===== src/rtl/pio_pkg.sv =====
package pio_pkg;
   // Control word bit positions; these positions define the command format.
   localparam int CW_MODE_BIT = 7;
   localparam int CW_A_BIT    = 4;
   localparam int CW_CHI_BIT  = 3;
   localparam int CW_B_BIT    = 1;
   localparam int CW_CLO_BIT  = 0;

   typedef enum logic [1:0] {
      SEL_PA   = 2'd0,
      SEL_PB   = 2'd1,
      SEL_PC   = 2'd2,
      SEL_CTRL = 2'd3
   } pio_sel_e;

   // Direction flags of one group, 1 = input.
   typedef struct packed {
      logic a_in;
      logic chi_in;
      logic b_in;
      logic clo_in;
   } pio_dir_t;

   localparam pio_dir_t DIR_RESET = '{a_in: 1'b1, chi_in: 1'b1, b_in: 1'b1, clo_in: 1'b1};
endpackage


===== src/rtl/pio_port_reg.sv =====
module pio_port_reg #(
   parameter int W = 8
) (
   input  logic         clk,
   input  logic         rst_n,
   input  logic         load,
   input  logic [W-1:0] load_val,
   input  logic         clr,
   input  logic [W-1:0] dir_in,
   input  logic [W-1:0] pin_in,
   output logic [W-1:0] latch_q,
   output logic [W-1:0] pin_out,
   output logic [W-1:0] pin_oe,
   output logic [W-1:0] rd_val
);
   always_ff @(posedge clk or negedge rst_n) begin
      if (!rst_n)     latch_q <= '0;
      else if (clr)   latch_q <= '0;
      else if (load)  latch_q <= load_val;
   end

   assign pin_oe  = ~dir_in;
   assign pin_out = latch_q & pin_oe;
   assign rd_val  = (pin_in & dir_in) | (latch_q & ~dir_in);
endmodule


===== src/rtl/pio_ctrl.sv =====
module pio_ctrl
   import pio_pkg::*;
#(
   parameter int IDX_W = 3
) (
   input  logic             clk,
   input  logic             rst_n,
   input  logic             ctrl_wr,
   input  logic [7:0]       wdata,
   output pio_dir_t         dir,
   output logic             mode_set,
   output logic             bit_cmd,
   output logic [IDX_W-1:0] bit_idx,
   output logic             bit_val,
   output logic [7:0]       ctrl_img
);
   logic [1:0] unused_cw;

   assign mode_set = ctrl_wr &  wdata[CW_MODE_BIT];
   assign bit_cmd  = ctrl_wr & ~wdata[CW_MODE_BIT];
   assign bit_idx  = wdata[IDX_W:1];
   assign bit_val  = wdata[0];
   assign unused_cw = wdata[6:5];

   always_ff @(posedge clk or negedge rst_n) begin
      if (!rst_n) dir <= DIR_RESET;
      else if (mode_set) begin
         dir.a_in   <= wdata[CW_A_BIT];
         dir.chi_in <= wdata[CW_CHI_BIT];
         dir.b_in   <= wdata[CW_B_BIT];
         dir.clo_in <= wdata[CW_CLO_BIT];
      end
   end

   always_comb begin
      ctrl_img              = 8'h00;
      ctrl_img[CW_MODE_BIT] = 1'b1;
      ctrl_img[CW_A_BIT]    = dir.a_in;
      ctrl_img[CW_CHI_BIT]  = dir.chi_in;
      ctrl_img[CW_B_BIT]    = dir.b_in;
      ctrl_img[CW_CLO_BIT]  = dir.clo_in;
   end
endmodule


===== src/rtl/pio_group.sv =====
module pio_group
   import pio_pkg::*;
#(
   parameter int PORT_W = 8,
   localparam int NPORT = 3,
   localparam int IDX_W = $clog2(PORT_W),
   localparam int HALF  = PORT_W / 2
) (
   input  logic                  clk,
   input  logic                  rst_n,
   input  logic                  wr_en,
   input  logic [1:0]            reg_sel,
   input  logic [7:0]            wdata,
   input  logic [NPORT*PORT_W-1:0] pin_in,
   output logic [NPORT*PORT_W-1:0] pin_out,
   output logic [NPORT*PORT_W-1:0] pin_oe,
   output logic [7:0]            rd_byte
);
   pio_dir_t         dir;
   logic             mode_set, bit_cmd, bit_val;
   logic [IDX_W-1:0] bit_idx;
   logic [7:0]       ctrl_img;
   logic [PORT_W-1:0] lat_q  [NPORT];
   logic [PORT_W-1:0] rd_val [NPORT];
   logic [PORT_W-1:0] dir_v  [NPORT];
   logic [PORT_W-1:0] unused_ab;

   pio_ctrl #(.IDX_W(IDX_W)) u_ctrl (
      .clk      (clk),
      .rst_n    (rst_n),
      .ctrl_wr  (wr_en && reg_sel == SEL_CTRL),
      .wdata    (wdata),
      .dir      (dir),
      .mode_set (mode_set),
      .bit_cmd  (bit_cmd),
      .bit_idx  (bit_idx),
      .bit_val  (bit_val),
      .ctrl_img (ctrl_img)
   );

   assign dir_v[0] = {PORT_W{dir.a_in}};
   assign dir_v[1] = {PORT_W{dir.b_in}};
   assign dir_v[2] = {{(PORT_W-HALF){dir.chi_in}}, {HALF{dir.clo_in}}};
   assign unused_ab = lat_q[0] ^ lat_q[1];

   for (genvar p = 0; p < NPORT; p++) begin : g_port
      logic              ld;
      logic [PORT_W-1:0] ld_val;
      if (p == int'(SEL_PC)) begin : g_bitcmd
         logic [PORT_W-1:0] patched;
         always_comb begin
            patched          = lat_q[p];
            patched[bit_idx] = bit_val;
         end
         assign ld     = (wr_en && reg_sel == 2'(p)) || bit_cmd;
         assign ld_val = bit_cmd ? patched : wdata[PORT_W-1:0];
      end else begin : g_plain
         assign ld     = wr_en && reg_sel == 2'(p);
         assign ld_val = wdata[PORT_W-1:0];
      end

      pio_port_reg #(.W(PORT_W)) u_port (
         .clk      (clk),
         .rst_n    (rst_n),
         .load     (ld),
         .load_val (ld_val),
         .clr      (mode_set),
         .dir_in   (dir_v[p]),
         .pin_in   (pin_in[p*PORT_W +: PORT_W]),
         .latch_q  (lat_q[p]),
         .pin_out  (pin_out[p*PORT_W +: PORT_W]),
         .pin_oe   (pin_oe[p*PORT_W +: PORT_W]),
         .rd_val   (rd_val[p])
      );
   end

   always_comb begin
      unique case (reg_sel)
         SEL_PA:  rd_byte = rd_val[0];
         SEL_PB:  rd_byte = rd_val[1];
         SEL_PC:  rd_byte = rd_val[2];
         default: rd_byte = ctrl_img;
      endcase
   end
endmodule


===== src/rtl/pio_dual_group.sv =====
module pio_dual_group #(
   parameter int NUM_GROUPS = 2,
   parameter int PORT_W     = 8,
   localparam int GRP_W     = (NUM_GROUPS > 1) ? $clog2(NUM_GROUPS) : 1,
   localparam int GRP_SLOTS = 1 << GRP_W,
   localparam int ADDR_W    = GRP_W + 2,
   localparam int GRP_PINS  = 3 * PORT_W,
   localparam int PIN_W     = NUM_GROUPS * GRP_PINS
) (
   input  logic              clk,
   input  logic              rst_n,
   input  logic [ADDR_W-1:0] bus_addr,
   input  logic              bus_wr,
   input  logic              bus_rd,
   input  logic [7:0]        bus_wdata,
   output logic [7:0]        bus_rdata,
   input  logic [PIN_W-1:0]  pin_in,
   output logic [PIN_W-1:0]  pin_out,
   output logic [PIN_W-1:0]  pin_oe
);
   if (PORT_W != 8) begin : g_bad_width
      $error("pio_dual_group: control word format needs PORT_W == 8");
   end
   if (NUM_GROUPS < 1 || NUM_GROUPS > 16) begin : g_bad_groups
      $error("pio_dual_group: NUM_GROUPS must be 1..16");
   end

   logic [GRP_W-1:0] grp_sel;
   logic [1:0]       reg_sel;
   logic [7:0]       grp_rd [GRP_SLOTS];

   assign grp_sel = bus_addr[ADDR_W-1:2];
   assign reg_sel = bus_addr[1:0];

   for (genvar g = 0; g < GRP_SLOTS; g++) begin : g_grp
      if (g < NUM_GROUPS) begin : g_live
         pio_group #(.PORT_W(PORT_W)) u_grp (
            .clk     (clk),
            .rst_n   (rst_n),
            .wr_en   (bus_wr && grp_sel == GRP_W'(g)),
            .reg_sel (reg_sel),
            .wdata   (bus_wdata),
            .pin_in  (pin_in[g*GRP_PINS +: GRP_PINS]),
            .pin_out (pin_out[g*GRP_PINS +: GRP_PINS]),
            .pin_oe  (pin_oe[g*GRP_PINS +: GRP_PINS]),
            .rd_byte (grp_rd[g])
         );
      end else begin : g_hole
         assign grp_rd[g] = 8'h00;
      end
   end

   always_ff @(posedge clk or negedge rst_n) begin
      if (!rst_n)      bus_rdata <= 8'h00;
      else if (bus_rd) bus_rdata <= grp_rd[grp_sel];
   end
endmodule


===== config.mk =====
export PLATFORM = sky130hd
export DESIGN_NAME = pio_dual_group
export DESIGN_NICKNAME = d
export VERILOG_FILES = /design/src/rtl/pio_pkg.sv /design/src/rtl/pio_port_reg.sv /design/src/rtl/pio_ctrl.sv /design/src/rtl/pio_group.sv /design/src/rtl/pio_dual_group.sv
export SDC_FILE = /design/constraint.sdc
export NUM_CORES = 1
export LEC_CHECK = 0
export BUFFER_PORTS_ARGS = -buffer_cell sky130_fd_sc_hd__buf_2
export CORE_MARGIN = 2
export CORE_UTILIZATION = 52
export CTS_BUF_LIST = sky130_fd_sc_hd__clkbuf_2
export CTS_CLUSTER_SIZE = 14
export DETAILED_ROUTE_END_ITERATION = 10
export GPL_TIMING_DRIVEN = 0
export PLACE_DENSITY = 0.91
export SKIP_LAST_GASP = 1
export SYNTH_ARGS = -nofsm -noshare
export SYNTH_HDL_FRONTEND = slang
export SYNTH_HIERARCHICAL = 1
export SYNTH_SLANG_ARGS = --single-unit
export TNS_END_PERCENT = 10

===== constraint.sdc =====
create_clock -name clk -period 1.95 [get_ports clk]
set_input_delay 0.39 -clock clk [delete_from_list [all_inputs] [get_ports clk]]
set_output_delay 0.39 -clock clk [all_outputs]
set_load 0.05 [all_outputs]

==> results by group <==
Power
  – VDD IR max: between 0.6 and 0.7 mV
  – Power per cell area: 1150 mW/mm^2
  – Leak pwr: around 3.4 nW

Die
  – Num rows: 34
  – Die Y-Extent: 99.1 microns
  – Core Footprint: between 0.008 and 0.009 sq mm
  – # IOs: 167
  – Total die area: between 0.009 and 0.01 sq mm
  – Initial core utilization: between 50 and 60%
  – Die W: roughly 99 microns

Synthesis
  – Netlist cell types: 29
  – Ys Warns: 6
  – Synth Register Bits: 64
  – Top cell type's share of synthesized area: roughly 30%
  – Post-synth ARST share: 100%
  – Ranking of synthesized cells by area: dfrtp_1 30%, mux2i_1 15%, mux4_1 7.8%
  – Count leader, synth: nor2_1
  – Avg Cell Area, Syn: 9.62 sq um
  – Cell count after synthesis: ~500
  – Post-synth EDFFs: 0
  – Post-synth top cells: 74 x nor2_1, 72 x mux2i_1, 56 x dfrtp_1
  – Post-synthesis sequential area ratio: 34.3%
  – Post-synthesis instance area: between 0.004 and 0.005 sq mm
  – Post-synth top flop: dfrtp_1
  – Leading area contributor after synthesis: dfrtp_1

Critical path
  – Worst path cell trace: buf_12 > nor2b_1 > a21o_1 > mux4_1 > mux2i_2 > a21oi_1
  – Reg2reg start: g_grp[1].g_live.u_grp/u_ctrl/ctrl_img[4]$_DFFE_PN1P_
  – Worst Path Max Fanout: 12
  – CP Capture Type: flop
  – Crit path max-delay cell type: dfstp_2
  – FF-to-FF End: bus_rdata[5]$_DFFE_PN0P_
  – Crit-path max cell delay: about 0.64 ns
  – Kind of start point of the critical path: flop
  – CP required: around 2.3 ns
  – FF-to-FF setup slack: -0.007 ns
  – Crit path arrival time: ~2.3 ns
  – WS Path Type: reg2reg
  – Cell count of the worst reg-to-reg path: 6

Finish
  – Finished Cell Area: 0.00611 sq mm
  – # diodes: 0
  – Layout cells sized above 1: around 39%
  – Synthesis-to-layout area growth: 29.9%
  – Final core utilization: around 70%
  – # nets final: 736

Timing
  – Minimum clock period: a little under 2 ns
  – Final Max Slew Viols: 0
  – Setup TNS: -0.0160 ns
  – Fmax: 511 MHz
  – Max_slew headroom: roughly 45%
  – Worst setup margin: -0.00741 ns
  – Period utilisation layout: 100%
  – Final-report hold violation count: 3
  – Worst-Margin Slew: about 0.82 ns
  – Unrepaired setup endpoints after global routing: true
  – Final setup violation count: 3
  – Hold WS: -0.0138 ns
  – Worst Skew: 0.0166 ns

Clocking
  – TritonCTS clock tree: done
  – H-Tree Level Count: 3
  – Worst-path clk slew: between 0.15 and 0.2 ns
  – Root buffer cell: clkbuf_2
  – Bufs on Longest Clock Path: 2
  – Worst skew pair latency: 0.46 ns
  – CTS Hold Buffers Added: 0
  – TritonCTS buffer count: 9
  – Clock sink total: 64

Outcome
  – Status: finished with violations
  – Violated checks: hold timing, setup timing

Routing
  – Via/cell ratio: ~5.6
  – Vias: ~4400
  – Final ANT Viol Nets: 0
  – Drt drc: 0
  – DR WL/cell: ~18 microns
  – Initial drt markers: 310
  – Final wirelength: roughly 14000 microns
  – Drt first pass iters: 7

Global route
  – Vias in the first global route: 4086
  – Total Routing Usage GR: between 20% and 30%
  – Grt ovf: 0
  – First-pass GRT wire length: between 20000 and 25000 microns
  – Largest net degree at the start of global routing: 65
  – Initial antenna violation count: 0

Worst hold path
  – Type of the most critical hold path: in2async

Place
  – IO buf count: 164
  – Pre-CTS setup slack: -0.238 ns
  – Post-detail-place hpwl: roughly 10000 microns
  – RD Place Congestion: around 0.89
  – Placed Area: between 0.005 and 0.006 sq mm

Flow run
  – Max Cap Viol: 0
==> layout by cell type, fill, tap and decap left out, types with 11 or more instances in the layout <==
cell / n
a21oi_1: 23
mux4_1: 11
buf_2: 138
buf_4: 35
mux2i_1: 69
a21o_1: 48
clkbuf_2: 11
inv_1: 52
buf_6: 20
nor2b_1: 42
nor2_1: 74
dfrtp_1: 56
==> per-layer routing <==
layer	routed length (microns)	vias to the layer above	global-route usage [%]
met5	0	-	0
met4	736	0	12.2
met3	1230	72	3.44
met2	6860	263	45.5
met1	5670	2096	36.3
li1	-	1973	-
==> how the worst max path moves through the flow <==
stage / start / end / slack (ns) / cells past startpoint
after global placement: bus_addr[1] / flop / -0.14 / 10
after CTS: g_grp[0].g_live.u_grp/u_ctrl/ctrl_img[4]$_DFFE_PN1P_ / bus_rdata[6]$_DFFE_PN0P_ / -0.02 / 6
after floorplan: g_grp[1].g_live.u_grp/u_ctrl/ctrl_img[1]$_DFFE_PN1P_ / bus_rdata[5]$_DFFE_PN0P_ / -0.03 / 6
final: g_grp[1].g_live.u_grp/u_ctrl/ctrl_img[4]$_DFFE_PN1P_ / bus_rdata[5]$_DFFE_PN0P_ / -0.007 / 6
after detailed placement: bus_addr[1] / flop / -0.24 / 10
after global routing: g_grp[1].g_live.u_grp/u_ctrl/ctrl_img[4]$_DFFE_PN1P_ / pin_out[24] / -0.12 / 3
==> through the flow <==
stage,hold slack [ns],instances,total power [W]
detailed placement,0.506,765,0.00577
CTS,0.216,781,0.00676
floorplan,0.0944,493,0.00483
global placement,0.495,765,0.00569
finish,-0.0138,785,0.00700
global route,-0.00311,785,0.00731
==> area by class of cell <==
class                           instances  area, sq um
Multi-Input combinational cell        328         2590
Sequential cell                        64         1610
Tap cell                              108          135
Fill cell                             599         2650
Buffer                                 49          460
Timing Repair Buffer                  169          988
Inverter                               52          195
Clock buffer                            9         45.0
Clock inverter                          6         85.1
==> report_power, final <==
group	switching, W	internal, W	leakage [nW]	total [W]
logic	0.00288	0.00136	2.51	0.00424
clock network	0.000490	0.000414	0.0754	0.000904
registers	0.000214	0.00164	0.779	0.00186
total	0.00359	0.00341	3.36	0.00700
==> kinds of logic after synthesis <==
family,synth area share [%]
compound gates,10.7
other cells,0.319
buf+inv,11.8
flops,34.3
mux,26.6
simple gates,16.4
==> repair_timing <==
item                       CTS  global route
pin swaps                    0             0
resized for setup           18            52
gates cloned                 0             2
setup endpoints to repair   73            93
setup buffers                1             2
==> flip-flops by register name, indices dropped and copies added (netlist names) <==
name / count
g_grp.g_live.u_grp/g_port.u_port/latch_q: 48
g_grp.g_live.u_grp/u_ctrl/ctrl_img: 8
bus_rdata: 8
==> worst max-delay path, delay by kind of cell (launching register included) <==
family / cells / cell delay, ns
muxes: 2 / 0.72
DFF: 1 / 0.64
AOI/OAI and AO/OA: 2 / 0.28
buffers and inverters: 1 / 0.15
and+or+nand+nor: 1 / 0.07
Power figures use the tool's default switching activity.
